### src/rtl/io_arb_pkg.sv
// Shared types for the direction arbiter.
package io_arb_pkg;
    typedef enum logic [1:0] {
        DIR_NEUTRAL = 2'd0,
        DIR_H2C     = 2'd1,
        DIR_C2H     = 2'd2
    } dir_e;
endpackage

### src/rtl/io_arb_sync.sv
// Multi-stage synchroniser for a bundle of asynchronous line levels.
// Assumes lines rest high, so every stage resets to 1.
module io_arb_sync #(
    parameter int WIDTH  = 2,
    parameter int STAGES = 2
) (
    input  logic             clk,
    input  logic             rst_n,
    input  logic [WIDTH-1:0] d_i,
    output logic [WIDTH-1:0] q_o
);
    logic [WIDTH-1:0] stg [STAGES];

    generate
        for (genvar s = 0; s < STAGES; s++) begin : g_stage
            // Shift the level one stage further into the clock domain.
            always_ff @(posedge clk) begin
                if (!rst_n) stg[s] <= '1;
                else if (s == 0) stg[s] <= d_i;
                else stg[s] <= stg[(s == 0) ? 0 : s-1];
            end
        end
    endgenerate

    assign q_o = stg[STAGES-1];
endmodule

### src/rtl/io_arb_edge.sv
// Edge detector on one synchronised level. Assumes the previous level
// resets high, so no falling edge is seen on a released line at reset.
module io_arb_edge (
    input  logic clk,
    input  logic rst_n,
    input  logic lvl_i,
    output logic fall_o,
    output logic rise_o
);
    logic prev_q;

    // Keep last cycle's level for comparison.
    always_ff @(posedge clk) begin
        if (!rst_n) prev_q <= 1'b1;
        else        prev_q <= lvl_i;
    end

    assign fall_o = prev_q & ~lvl_i;
    assign rise_o = ~prev_q & lvl_i;
endmodule

### src/rtl/io_arb_fsm.sv
// Direction state machine. The first line to fall from neutral becomes
// the input (host wins a tie), and a rise on that line returns to neutral.
// Assumes active_i is synchronous to clk.
module io_arb_fsm
    import io_arb_pkg::*;
(
    input  logic clk,
    input  logic rst_n,
    input  logic active_i,
    input  logic host_fall_i,
    input  logic host_rise_i,
    input  logic card_fall_i,
    input  logic card_rise_i,
    output dir_e dir_o
);
    dir_e st_q, st_d;

    // Next-state selection with forced neutral while inactive.
    always_comb begin
        st_d = st_q;
        if (!active_i) begin
            st_d = DIR_NEUTRAL;
        end else begin
            case (st_q)
                DIR_NEUTRAL: begin
                    if (host_fall_i)      st_d = DIR_H2C;
                    else if (card_fall_i) st_d = DIR_C2H;
                end
                DIR_H2C: if (host_rise_i) st_d = DIR_NEUTRAL;
                DIR_C2H: if (card_rise_i) st_d = DIR_NEUTRAL;
                default: st_d = DIR_NEUTRAL;
            endcase
        end
    end

    // State register.
    always_ff @(posedge clk) begin
        if (!rst_n) st_q <= DIR_NEUTRAL;
        else        st_q <= st_d;
    end

    assign dir_o = st_q;
endmodule

### src/rtl/io_arb_lockwd.sv
// Stuck-low watchdog for the host line. It counts cycles of low level,
// saturating at the top, and flags when the count exceeds the limit.
// The count clears when the line is high or the link is inactive.
module io_arb_lockwd #(
    parameter int CNT_W = 16
) (
    input  logic             clk,
    input  logic             rst_n,
    input  logic             active_i,
    input  logic             low_i,
    input  logic [CNT_W-1:0] limit_i,
    output logic             lockup_o
);
    localparam logic [CNT_W-1:0] CNT_MAX = '1;
    logic [CNT_W-1:0] cnt_q;

    // Low-time counter with saturation.
    always_ff @(posedge clk) begin
        if (!rst_n)                      cnt_q <= '0;
        else if (!active_i || !low_i)    cnt_q <= '0;
        else if (cnt_q != CNT_MAX)       cnt_q <= cnt_q + 1'b1;
    end

    assign lockup_o = (cnt_q > limit_i);
endmodule

### src/rtl/io_dir_arbiter.sv
// Top of the half-duplex direction arbiter. It synchronises both line
// levels, detects edges, runs the direction FSM and the host-low watchdog,
// and produces the open-drain pull-low enables. Assumes session_i and
// rx_en_i are synchronous to clk.
module io_dir_arbiter
    import io_arb_pkg::*;
#(
    parameter int CNT_W       = 16,
    parameter int SYNC_STAGES = 2
) (
    input  logic             clk,
    input  logic             rst_n,
    input  logic             host_line_i,
    input  logic             card_line_i,
    input  logic             session_i,
    input  logic             rx_en_i,
    input  logic [CNT_W-1:0] lock_limit_i,
    output logic             host_drive_low_o,
    output logic             card_drive_low_o,
    output logic [1:0]       dir_o,
    output logic             lockup_o
);
    localparam int NLINES = 2;
    localparam int IDX_HOST = 0;
    localparam int IDX_CARD = 1;

    logic              active;
    logic              active_q;
    logic [NLINES-1:0] lvl_raw;
    logic [NLINES-1:0] lvl_s;
    logic [NLINES-1:0] fall;
    logic [NLINES-1:0] rise;
    dir_e              dir;

    assign active  = session_i & rx_en_i;
    assign lvl_raw = {card_line_i, host_line_i};

    // Registered enable for the card-line release.
    always_ff @(posedge clk) begin
        if (!rst_n) active_q <= 1'b0;
        else        active_q <= active;
    end

    io_arb_sync #(.WIDTH(NLINES), .STAGES(SYNC_STAGES)) u_sync (
        .clk   (clk),
        .rst_n (rst_n),
        .d_i   (lvl_raw),
        .q_o   (lvl_s)
    );

    generate
        for (genvar i = 0; i < NLINES; i++) begin : g_edge
            io_arb_edge u_edge (
                .clk    (clk),
                .rst_n  (rst_n),
                .lvl_i  (lvl_s[i]),
                .fall_o (fall[i]),
                .rise_o (rise[i])
            );
        end
    endgenerate

    io_arb_fsm u_fsm (
        .clk         (clk),
        .rst_n       (rst_n),
        .active_i    (active),
        .host_fall_i (fall[IDX_HOST]),
        .host_rise_i (rise[IDX_HOST]),
        .card_fall_i (fall[IDX_CARD]),
        .card_rise_i (rise[IDX_CARD]),
        .dir_o       (dir)
    );

    io_arb_lockwd #(.CNT_W(CNT_W)) u_lockwd (
        .clk      (clk),
        .rst_n    (rst_n),
        .active_i (active),
        .low_i    (~lvl_s[IDX_HOST]),
        .limit_i  (lock_limit_i),
        .lockup_o (lockup_o)
    );

    // Pull-low enables derived from direction and enable state.
    always_comb begin
        host_drive_low_o = (dir == DIR_C2H);
        card_drive_low_o = !active_q || (dir == DIR_H2C);
    end

    assign dir_o = dir;
endmodule

### config.mk
export PLATFORM = sky130hd
export DESIGN_NAME = io_dir_arbiter
export DESIGN_NICKNAME = d
export VERILOG_FILES = /design/src/rtl/io_arb_pkg.sv /design/src/rtl/io_arb_sync.sv /design/src/rtl/io_arb_edge.sv /design/src/rtl/io_arb_fsm.sv /design/src/rtl/io_arb_lockwd.sv /design/src/rtl/io_dir_arbiter.sv
export SDC_FILE = /design/constraint.sdc
export NUM_CORES = 1
export LEC_CHECK = 0
export CORE_ASPECT_RATIO = 1.2
export CORE_UTILIZATION = 55
export CTS_BUF_LIST = sky130_fd_sc_hd__clkbuf_16
export CTS_CLUSTER_DIAMETER = 150
export DETAILED_ROUTE_END_ITERATION = 8
export DONT_BUFFER_PORTS = 1
export GPL_TIMING_DRIVEN = 0
export PLACE_DENSITY = 0.78
export SYNTH_ARGS = -nofsm -noshare
export SYNTH_HDL_FRONTEND = slang
export SYNTH_SLANG_ARGS = --single-unit
### constraint.sdc
create_clock -name clk -period 4.5 [get_ports clk]
set_input_delay 0.45 -clock clk [delete_from_list [all_inputs] [get_ports clk]]
set_output_delay 0.45 -clock clk [all_outputs]
set_load 0.02 [all_outputs]
==> results of run 1 <==
[stage by stage]
step | hold WS (ns) | cells | power [mW] | worst slack [ns]
floorplan | 0.386 | 175 | 0.244 | 2.38
global placement | 0.397 | 208 | 0.246 | 2.20
detailed placement | 0.408 | 208 | 0.247 | 2.08
CTS | 0.255 | 212 | 0.443 | 1.91
global route | 0.252 | 212 | 0.452 | 1.79
finish | 0.253 | 212 | 0.442 | 1.92
[placed cells by master (no fill, tap or decap), types with 5 or more instances in the layout]
cell type,instances
inv_1,22
or4_1,5
nand2_1,9
nand2b_1,5
nand3_1,12
ha_1,17
nor2_1,6
o21ai_0,9
dfxtp_1,25
nand4_1,5
a21oi_1,15
[cell type report]
cell class | count | area [um^2] | area share, %
Sequential cell | 25 | 500 | 31.5
Tap cell | 33 | 41.3 | 2.60
Clock buffer | 3 | 75.1 | 4.73
Multi-Input combinational cell | 122 | 858 | 54.1
Buffer | 6 | 25.0 | 1.58
Inverter | 22 | 82.6 | 5.20
Clock inverter | 1 | 5.00 | 0.315
[layer usage]
layer	vias to the layer above	part of all wire, %	routed length [um]
met5	-	0	0
met3	7	3.6	107
met1	594	43	1280
met4	0	1.9	57
met2	40	52	1550
li1	643	-	-
[registers in the layout, indices dropped and copies added, names as in the netlist]
register              cells
g_edge.u_edge.prev_q      2
active_q                  1
u_lockwd.cnt_q           16
u_fsm.dir_o               2
u_sync.stg                4
[cells in the mapped netlist, drive strengths merged (4+ instances only)]
cell type   n
inv        22
dfxtp      25
nor4        4
ha         17
clkbuf      4
or4         5
nand4       6
nor2        6
a211oi      4
nand2b      5
o21ai       9
nand2       9
nand3      12
a21oi      15
[worst max-delay path, cell delays in order (launching register included)]
cell and delay [ns]:
dfxtp_1 0.35, ha_1 0.33, nand4_1 0.15, nor4_1 0.48, a21boi_0 0.27, o31a_1 0.29
[cell families (layout without fill, tap and decap cells)]
| group | count (synthesis) | in the layout | share of synthesized area (%) |
|---|---|---|---|
| multiplexers | 1 | 1 | 0.683 |
| buffers and inverters | 28 | 32 | 7.34 |
| AND/OR/NAND/NOR | 62 | 62 | 25.1 |
| flip-flops | 25 | 25 | 34.1 |
| XOR/XNOR | 2 | 2 | 1.19 |
| AO/OA/AOI/OAI | 40 | 40 | 17.1 |
| adder cells (fa/ha/maj) | 17 | 17 | 14.5 |
[path summary, 6_finish.rpt]
| check | from | to | slack (ns) | cells past startpoint |
|---|---|---|---|---|
| worst min register to register | u_sync.stg[0][1] | u_sync.stg[1][1] | 0.42 | 1 |
| worst min-delay path | rst_n | g_edge[1].u_edge.prev_q | 0.25 | 1 |
| worst max-delay path | u_lockwd.cnt_q[14] | lockup_o | 1.92 | 5 |
| worst max register to register | u_lockwd.cnt_q[0] | u_lockwd.cnt_q[2] | 2.57 | 6 |
[power by group through the flow]
| stage | registers (mW) | logic, mW | clock network [mW] |
|---|---|---|---|
| after floorplan | 0.230 | 0.0137 | 0 |
| after global placement | 0.230 | 0.0155 | 0 |
| after detailed placement | 0.230 | 0.0172 | 0 |
| after CTS | 0.225 | 0.0173 | 0.200 |
| after global routing | 0.226 | 0.0203 | 0.206 |
| final | 0.225 | 0.0170 | 0.200 |
==> impl_metrics.ini, run 1 <==
[floorplan]
placeableCoreArea_um2 = 2530
initial_utilization_pct = 58.0
ioPinCount = 27
die_h_um = 58.6
design.die.area_um2 = 2880
fp.dieW_um = 49.1
rows = 20

[synth]
synth_top_cell_by_area = dfxtp_1
syn_area_per_cell_um2 = 8.38
synth_top_area_share_pct = 34.1
synthCells = 175
ys_types = 37
ys.warnings.count = 0
synth-seq-cells = 25
synth-edff-count = 0
ys_seq_area_share_pct = 34.1
async_flop_share_pct = 0
netlist_top_cells_area = dfxtp_1 34%, ha_1 15%, inv_1 5.6%, a21oi_1 5.1%, nand3_1 4.1%
synth_flop_cell = dfxtp_1
synth.net_count = 214
syn_area_um2 = 1470

[sta]
hold_viol = 0
rsz0062_at_grt = false
fin_crit_sh_pct = 57.4
finalSetupViolCount = 0
tightest_slew_ns = 0.658
finClkSkew_ns = 0.00405
min_period_ns = 2.58
fin_setup_tns_ns = 0
slew_viol_final = 0
relSlewSlack_pct = 55.6
timing.fmax_mhz = 387

[placement]
dp_hpwl_um = 2340
detailed_place.area_um2 = 1510
port_buffers = 0
place_congestion = 0.910

[setup_path]
cp_data_required_time_ns = 4.05
cp-start-kind = flip-flop
criticalPathCategory = flip-flop to output port
path_max_fanout = 6
cp-end-kind = output port
worstPathArrival_ns = 2.13

[clocking]
cts_max_level = 1
cts_setup_buffers = 0
cts.repair.resized = 0
clkSlewWorstSetupHoldPaths_ns = 0.06
cts-root-buf = clkbuf_16
ctsHoldBuffers = 0
cts_buffers = 3
clk_latency_ns = 0.26
cts.sink_count = 25
cts_buffer_depth = 2
cts_tree = done

[route]
ant_nets = 0
drt_iter0_drc = 44
wire_per_inst_um = 14.2
vias = 1284
dr.pass1.iters = 4
vias_per_cell = 6.06
drc = 0
wl_um = 3000

[final_layout]
utilization_pct = 62.8
final_layout_size_suffix_gt1_share_pct = 5.03
fillers = 223
antennaDiodeCount = 0
nets = 219
fin_area_um2 = 1590
syn2layout_area_growth_pct = 8.28

[power]
power_frac_seq_pct = 51.0
p_sw_share_pct = 20.7
p_per_area_nw_per_um2 = 278
combPwrFrac_pct = 3.8
peakVddDrop_mv = 0.199
power.leakage_nw = 0.668
p_int_mw = 0.351
p_sw_mw = 0.0913
clkPwrFrac_pct = 45.2

[global_route]
grt_pass1_wl_um = 5300
grt_pass1_vias = 1288
use_met2_pct = 44.2
busiest_layer = met2
antenna_found_initial = 0
gr-usage-met3_pct = 2.58
overflow = 0
grt_max_degree = 15
use_met1_pct = 26.3
track_usage_pct = 23.8

[status]
status = completed

[hold_path]
min_path_type = input port to flip-flop

[flow_run]
cap_violations = 0
Power figures use the tool's default switching activity.
==> run 2, diff against run 1 <==
ABC_AREA = 1   (was unset)
PLACE_DENSITY = 0.81   (was 0.78)
clock period = 2.35 ns   (was 4.5 ns; I/O delays follow)
==> run 2 against run 1 <==
Hold slack worse by 0.21 ns. Area after synthesis is 11% higher. Sequential power is 92% higher. Power is 93% higher.
==> impl_metrics.ini, run 2 <==
[synth]
synthAdderAreaFrac_pct = 13.1
synth_top_family_by_area = simple AND/OR/NAND/NOR gates
synth_top_area_share_pct = 30.9
ys_types = 22
synth_top_cell_by_area = dfxtp_1
syn_area_um2 = 1620
synthCells = 246
yosysMostFrequentCell = nand2_1
ys_seq_area_share_pct = 30.9
synth-seq-cells = 25
synth.net_count = 285
syn_area_per_cell_um2 = 6.59
async_flop_share_pct = 0
ys.warnings.count = 0
synth_commonest_cells = 65 x nand2_1, 52 x inv_1, 27 x nor2_1, 25 x dfxtp_1, 17 x ha_1
netlist_top_cells_area = dfxtp_1 31%, nand2_1 15%, ha_1 13%, inv_1 12%, nor2_1 6.3%
synth_compound_area_share_pct = 7.79
synth_flop_cell = dfxtp_1
synth-edff-count = 0
synth-simple-area-share_pct = 33.6
muxShareOfSynthArea_pct = 0
synthXorXnorAreaFrac_pct = 1.62

[clocking]
clkSlewWorstSetupHoldPaths_ns = 0.07
cts-root-buf = clkbuf_16
cts_buffers = 3
cts_setup_buffers = 0
cts.repair.resized = 0
cts_tree = done
cts_buffer_depth = 2
ctsHoldBuffers = 0
clk_latency_ns = 0.26
cts.sink_count = 25
cts_max_level = 1

[global_route]
track_usage_pct = 21.1
use_met1_pct = 23.4
antenna_found_initial = 0
grt_max_degree = 16
overflow = 0
grt_pass1_wl_um = 5070
grt_pass1_vias = 1301
busiest_layer = met2
use_met2_pct = 40.3
gr-usage-met3_pct = 2.22

[sta]
finalSetupViolCount = 0
rsz0062_at_grt = false
timing.fmax_mhz = 507
slew_viol_final = 0
finClkSkew_ns = 0.00801
fin_crit_sh_pct = 83.9
fin_ws_ns = 0.379
tightest_slew_ns = 0.448
fin_setup_tns_ns = 0
hold_viol = 0
relSlewSlack_pct = 70.0
min_period_ns = 1.97

[final_layout]
fin_area_um2 = 1750
antennaDiodeCount = 0
largest_register = u_lockwd.cnt_q
final_layout_size_suffix_gt1_share_pct = 6.00
layoutNonFillerInstCount = 284
largest_reg_flops = 16
final_common_cell = nand2_1
top_regs = u_lockwd.cnt_q (16), u_sync.stg (4)
final_cell_mix = 65 x nand2_1, 52 x inv_1, 27 x nor2_1
syn2layout_area_growth_pct = 7.72
nets = 290

[route]
vias = 1447
ant_nets = 0
wire_per_inst_um = 10.5
drc = 0
vias_per_cell = 5.10
drt_iter0_drc = 36
wl_um = 2970
dr.pass1.iters = 4

[floorplan]
rows = 21
initial_utilization_pct = 58.2
fp.dieW_um = 51.6
placeableCoreArea_um2 = 2790
ioPinCount = 27
design.die.area_um2 = 3170
die_h_um = 61.5

[flow_run]
cap_violations = 0

[setup_path]
cp-start-kind = flip-flop
cp-end-kind = output port
cp_data_required_time_ns = 2.12
path_max_fanout = 6
r2r_setup_slack_ns = 0.65
criticalPathCategory = flip-flop to output port
worstPathArrival_ns = 1.74

[power]
peakVddDrop_mv = 0.364
p_per_area_nw_per_um2 = 488
p_total_mw = 0.852
power.leakage_nw = 0.874

[placement]
detailed_place.area_um2 = 1660
place_congestion = 0.809
pre_cts_ws_ns = 0.671
dp_cells = 280
port_buffers = 0
dp_hpwl_um = 2370

[status]
status = completed

[hold_path]
min_path_type = input port to flip-flop
[run 2: cell types whose count changed after synthesis, moves of 4 or more]
cell / before / now
o21ai_0: 9 / 5
or4_1: 5 / 0
nand2b_1: 5 / 0
nor2_1: 6 / 27
nand2_1: 9 / 65
inv_1: 22 / 52
[run 2: final cells by class]
cell class                      instances  area [um^2]
Buffer                                  1         11.3
Clock buffer                            3         75.1
Clock inverter                          1         7.51
Fill cell                             259         1040
Inverter                               53          199
Multi-Input combinational cell        167          911
Sequential cell                        25          500
Tap cell                               34         42.5
[run 2: worst paths after layout]
| path | startpoint | to | depth (start not counted) |
|---|---|---|---|
| hold / removal | rst_n | u_sync.stg[0][0] | 1 |
| setup reg to reg | u_lockwd.cnt_q[0] | u_lockwd.cnt_q[11] | 8 |
| hold reg to reg | u_sync.stg[0][0] | u_sync.stg[1][0] | 2 |
| setup / recovery | u_lockwd.cnt_q[0] | lockup_o | 11 |
[run 2: kinds of logic after synthesis]
group,after synthesis
DFF,25
buffers and inverters,54
AOI/OAI and AO/OA,23
xor gates and xnor gates,3
and+or+nand+nor,124
adders and majority gates,17
[run 2: per-layer routing]
layer  vias to the layer above  part of all wire [%]
met5                         -                     0
met1                       631                    46
met2                        30                    49
li1                        777                     -
met3                         9                   2.6
met4                         0                   2.5
[run 2: through the flow]
step / hold slack [ns] / util [%]
after floorplan: 0.304 / -
after global placement: 0.305 / 59.7
after detailed placement: 0.307 / 59.7
after CTS: 0.0398 / 62.7
after global routing: 0.0362 / 62.7
final: 0.0442 / 62.7
[run 2: critical path, stage by stage, from the launching register on]
cell     delay [ns]
dfxtp_1        0.45
inv_1          0.10
ha_1           0.18
inv_1          0.05
nand2_1        0.04
nand2_1        0.05
nand2_1        0.05
nand2_1        0.05
nand2_1        0.04
nand2_1        0.06
nand2_1        0.05
a21oi_1        0.36
[run 2: power by group]
group	switching, mW	internal (mW)	total [mW]
combinational	0.0211	0.0134	0.0344
clock	0.155	0.231	0.386
sequential	0.00302	0.429	0.432
==> run 3, diff against run 2 <==
ABC_AREA = 0   (was 1)
clock period = 1.8 ns   (was 2.35 ns; I/O delays follow)
==> run 3 against run 2 <==
Power up 30%. Cell area rose by 5.3%. The run now ends with setup timing left. Sequential power rose by 28%. Highest routed layer unchanged. Largest cell class unchanged.
==> impl_metrics.ini, run 3 (synthesis results as in run 1) <==
[status]
status = finished with violations
violations = setup timing

[final_layout]
layoutNonFillerInstCount = 224
final_common_cell = inv_1
top_regs = u_lockwd.cnt_q (16), u_sync.stg (4)
final_cell_mix = 22 x inv_1, 14 x a21oi_1, 13 x buf_4
utilization_pct = 72.8
fillers = 170
antennaDiodeCount = 0
final_layout_size_suffix_gt1_share_pct = 24.6
largest_reg_flops = 16
nets = 231
syn2layout_area_growth_pct = 25.4
largest_register = u_lockwd.cnt_q
fin_area_um2 = 1840

[setup_path]
criticalPathCategory = flip-flop to output port
r2r_setup_slack_ns = 0.02
cp-start-kind = flip-flop
cpMaxStageDelayCell = o31a_1
path_max_fanout = 2
critPathMaxStageDelay_ns = 0.40
worstSetupStartpoint = u_lockwd.cnt_q[5]
worstPathArrival_ns = 1.87
cp-end-kind = output port
path_cells = ha_4 > a21oi_1 > o21ai_1 > a221o_1 > o31a_1
cp_data_required_time_ns = 1.62
r2r_cells = 5
r2r_start = u_lockwd.cnt_q[4]
worstReg2RegEnd = u_lockwd.cnt_q[7]

[sta]
slew_viol_final = 0
timing.fmax_mhz = 489
finClkSkew_ns = 0.00566
tightest_slew_ns = 0.624
rsz0062_at_grt = true
hold_viol = 0
fin_setup_tns_ns = -0.245
relSlewSlack_pct = 57.9
finalSetupViolCount = 1
min_period_ns = 2.05
fin_crit_sh_pct = 114
fin_ws_ns = -0.245

[hold_path]
whs_endpoint = u_sync.stg[0][0]
hold_start = host_line_i
hold_depth = 1
min_path_type = input port to flip-flop

[placement]
detailed_place.area_um2 = 1510
port_buffers = 0
place_congestion = 0.905
dp_cells = 208
dp_hpwl_um = 2350

[route]
ant_nets = 0
dr.pass1.iters = 4
vias_per_cell = 6.37
drt_iter0_drc = 61
wl_um = 4000
vias = 1427
wire_per_inst_um = 17.9
drc = 0

[flow_run]
cap_violations = 0

[floorplan]
ioPinCount = 27
rows = 20
design.die.area_um2 = 2880
fp.dieW_um = 49.1
die_h_um = 58.6
initial_utilization_pct = 58.0
placeableCoreArea_um2 = 2530

[clocking]
cts_tree = done
clk_latency_ns = 0.26
cts.sink_count = 25
clkSlewWorstSetupHoldPaths_ns = 0.06
cts_buffer_depth = 2
cts_max_level = 1
cts_buffers = 3
cts-root-buf = clkbuf_16

[global_route]
antenna_found_initial = 0
grt_pass1_wl_um = 6040
grt_max_degree = 15
overflow = 0
track_usage_pct = 27.8
grt_pass1_vias = 1378

[power]
peakVddDrop_mv = 0.646
power.leakage_nw = 0.754
p_per_area_nw_per_um2 = 601
p_total_mw = 1.11
## run 3: area by class of cell
type	count	area (um^2)	share of cell area (%)
buffer	5	23.8	1.29
clock buffer	3	75.1	4.08
clock inverter	1	5.00	0.272
inverter	22	82.6	4.49
multi-input combinational	122	978	53.2
sequential	25	533	29.0
tap	33	41.3	2.24
timing repair buffer	13	100	5.44
## run 3: power by group
group	internal [mW]	leakage (nW)	total [mW]	switching, mW
combinational	0.0251	0.501	0.0593	0.0341
clock	0.299	0.0409	0.492	0.193
sequential	0.551	0.212	0.555	0.00366
## run 3: timing repair
item | 4_1_cts | 5_1_grt
setup endpoints to repair | 12 | 11
hold buffers | 1 | 0
pin swaps | 9 | 0
resized for setup | 32 | 6
hold endpoints to repair | 6 | 0
buffers inserted | 8 | 4
## run 3: through the flow
step | hold slack (ns) | setup slack, ns
final | 0.0230 | -0.245
after global placement | 0.253 | -0.0976
after detailed placement | 0.255 | -0.142
after CTS | 0.0248 | -0.193
after global routing | 0.0222 | -0.311
after floorplan | 0.249 | 0.0584
## run 3: worst max path at each step
| stage | endpoint | slack [ns] |
|---|---|---|
| 2_1_floorplan | lockup_o | 0.06 |
| 3_3_place_gp | lockup_o | -0.1 |
| 3_5_place_dp | lockup_o | -0.14 |
| 4_1_cts | lockup_o | -0.19 |
| 5_1_grt | lockup_o | -0.31 |
| 6_report | lockup_o | -0.25 |
## run 3: per-layer routing
| metal | global-route usage, % | vias to the layer above | wire (um) |
|---|---|---|---|
| li1 | - | 665 | - |
| met1 | 29.3 | 662 | 1520 |
| met2 | 55.0 | 87 | 2130 |
| met3 | 2.84 | 13 | 243 |
| met4 | 12.6 | 0 | 101 |
| met5 | 0 | - | 0 |
## run 3: critical path: cells and delay by family, from the launching register on
| family | cells | cell delay, ns |
|---|---|---|
| AOI/OAI and AO/OA | 4 | 1.03 |
| adders and majority gates | 1 | 0.22 |
| DFF | 1 | 0.36 |
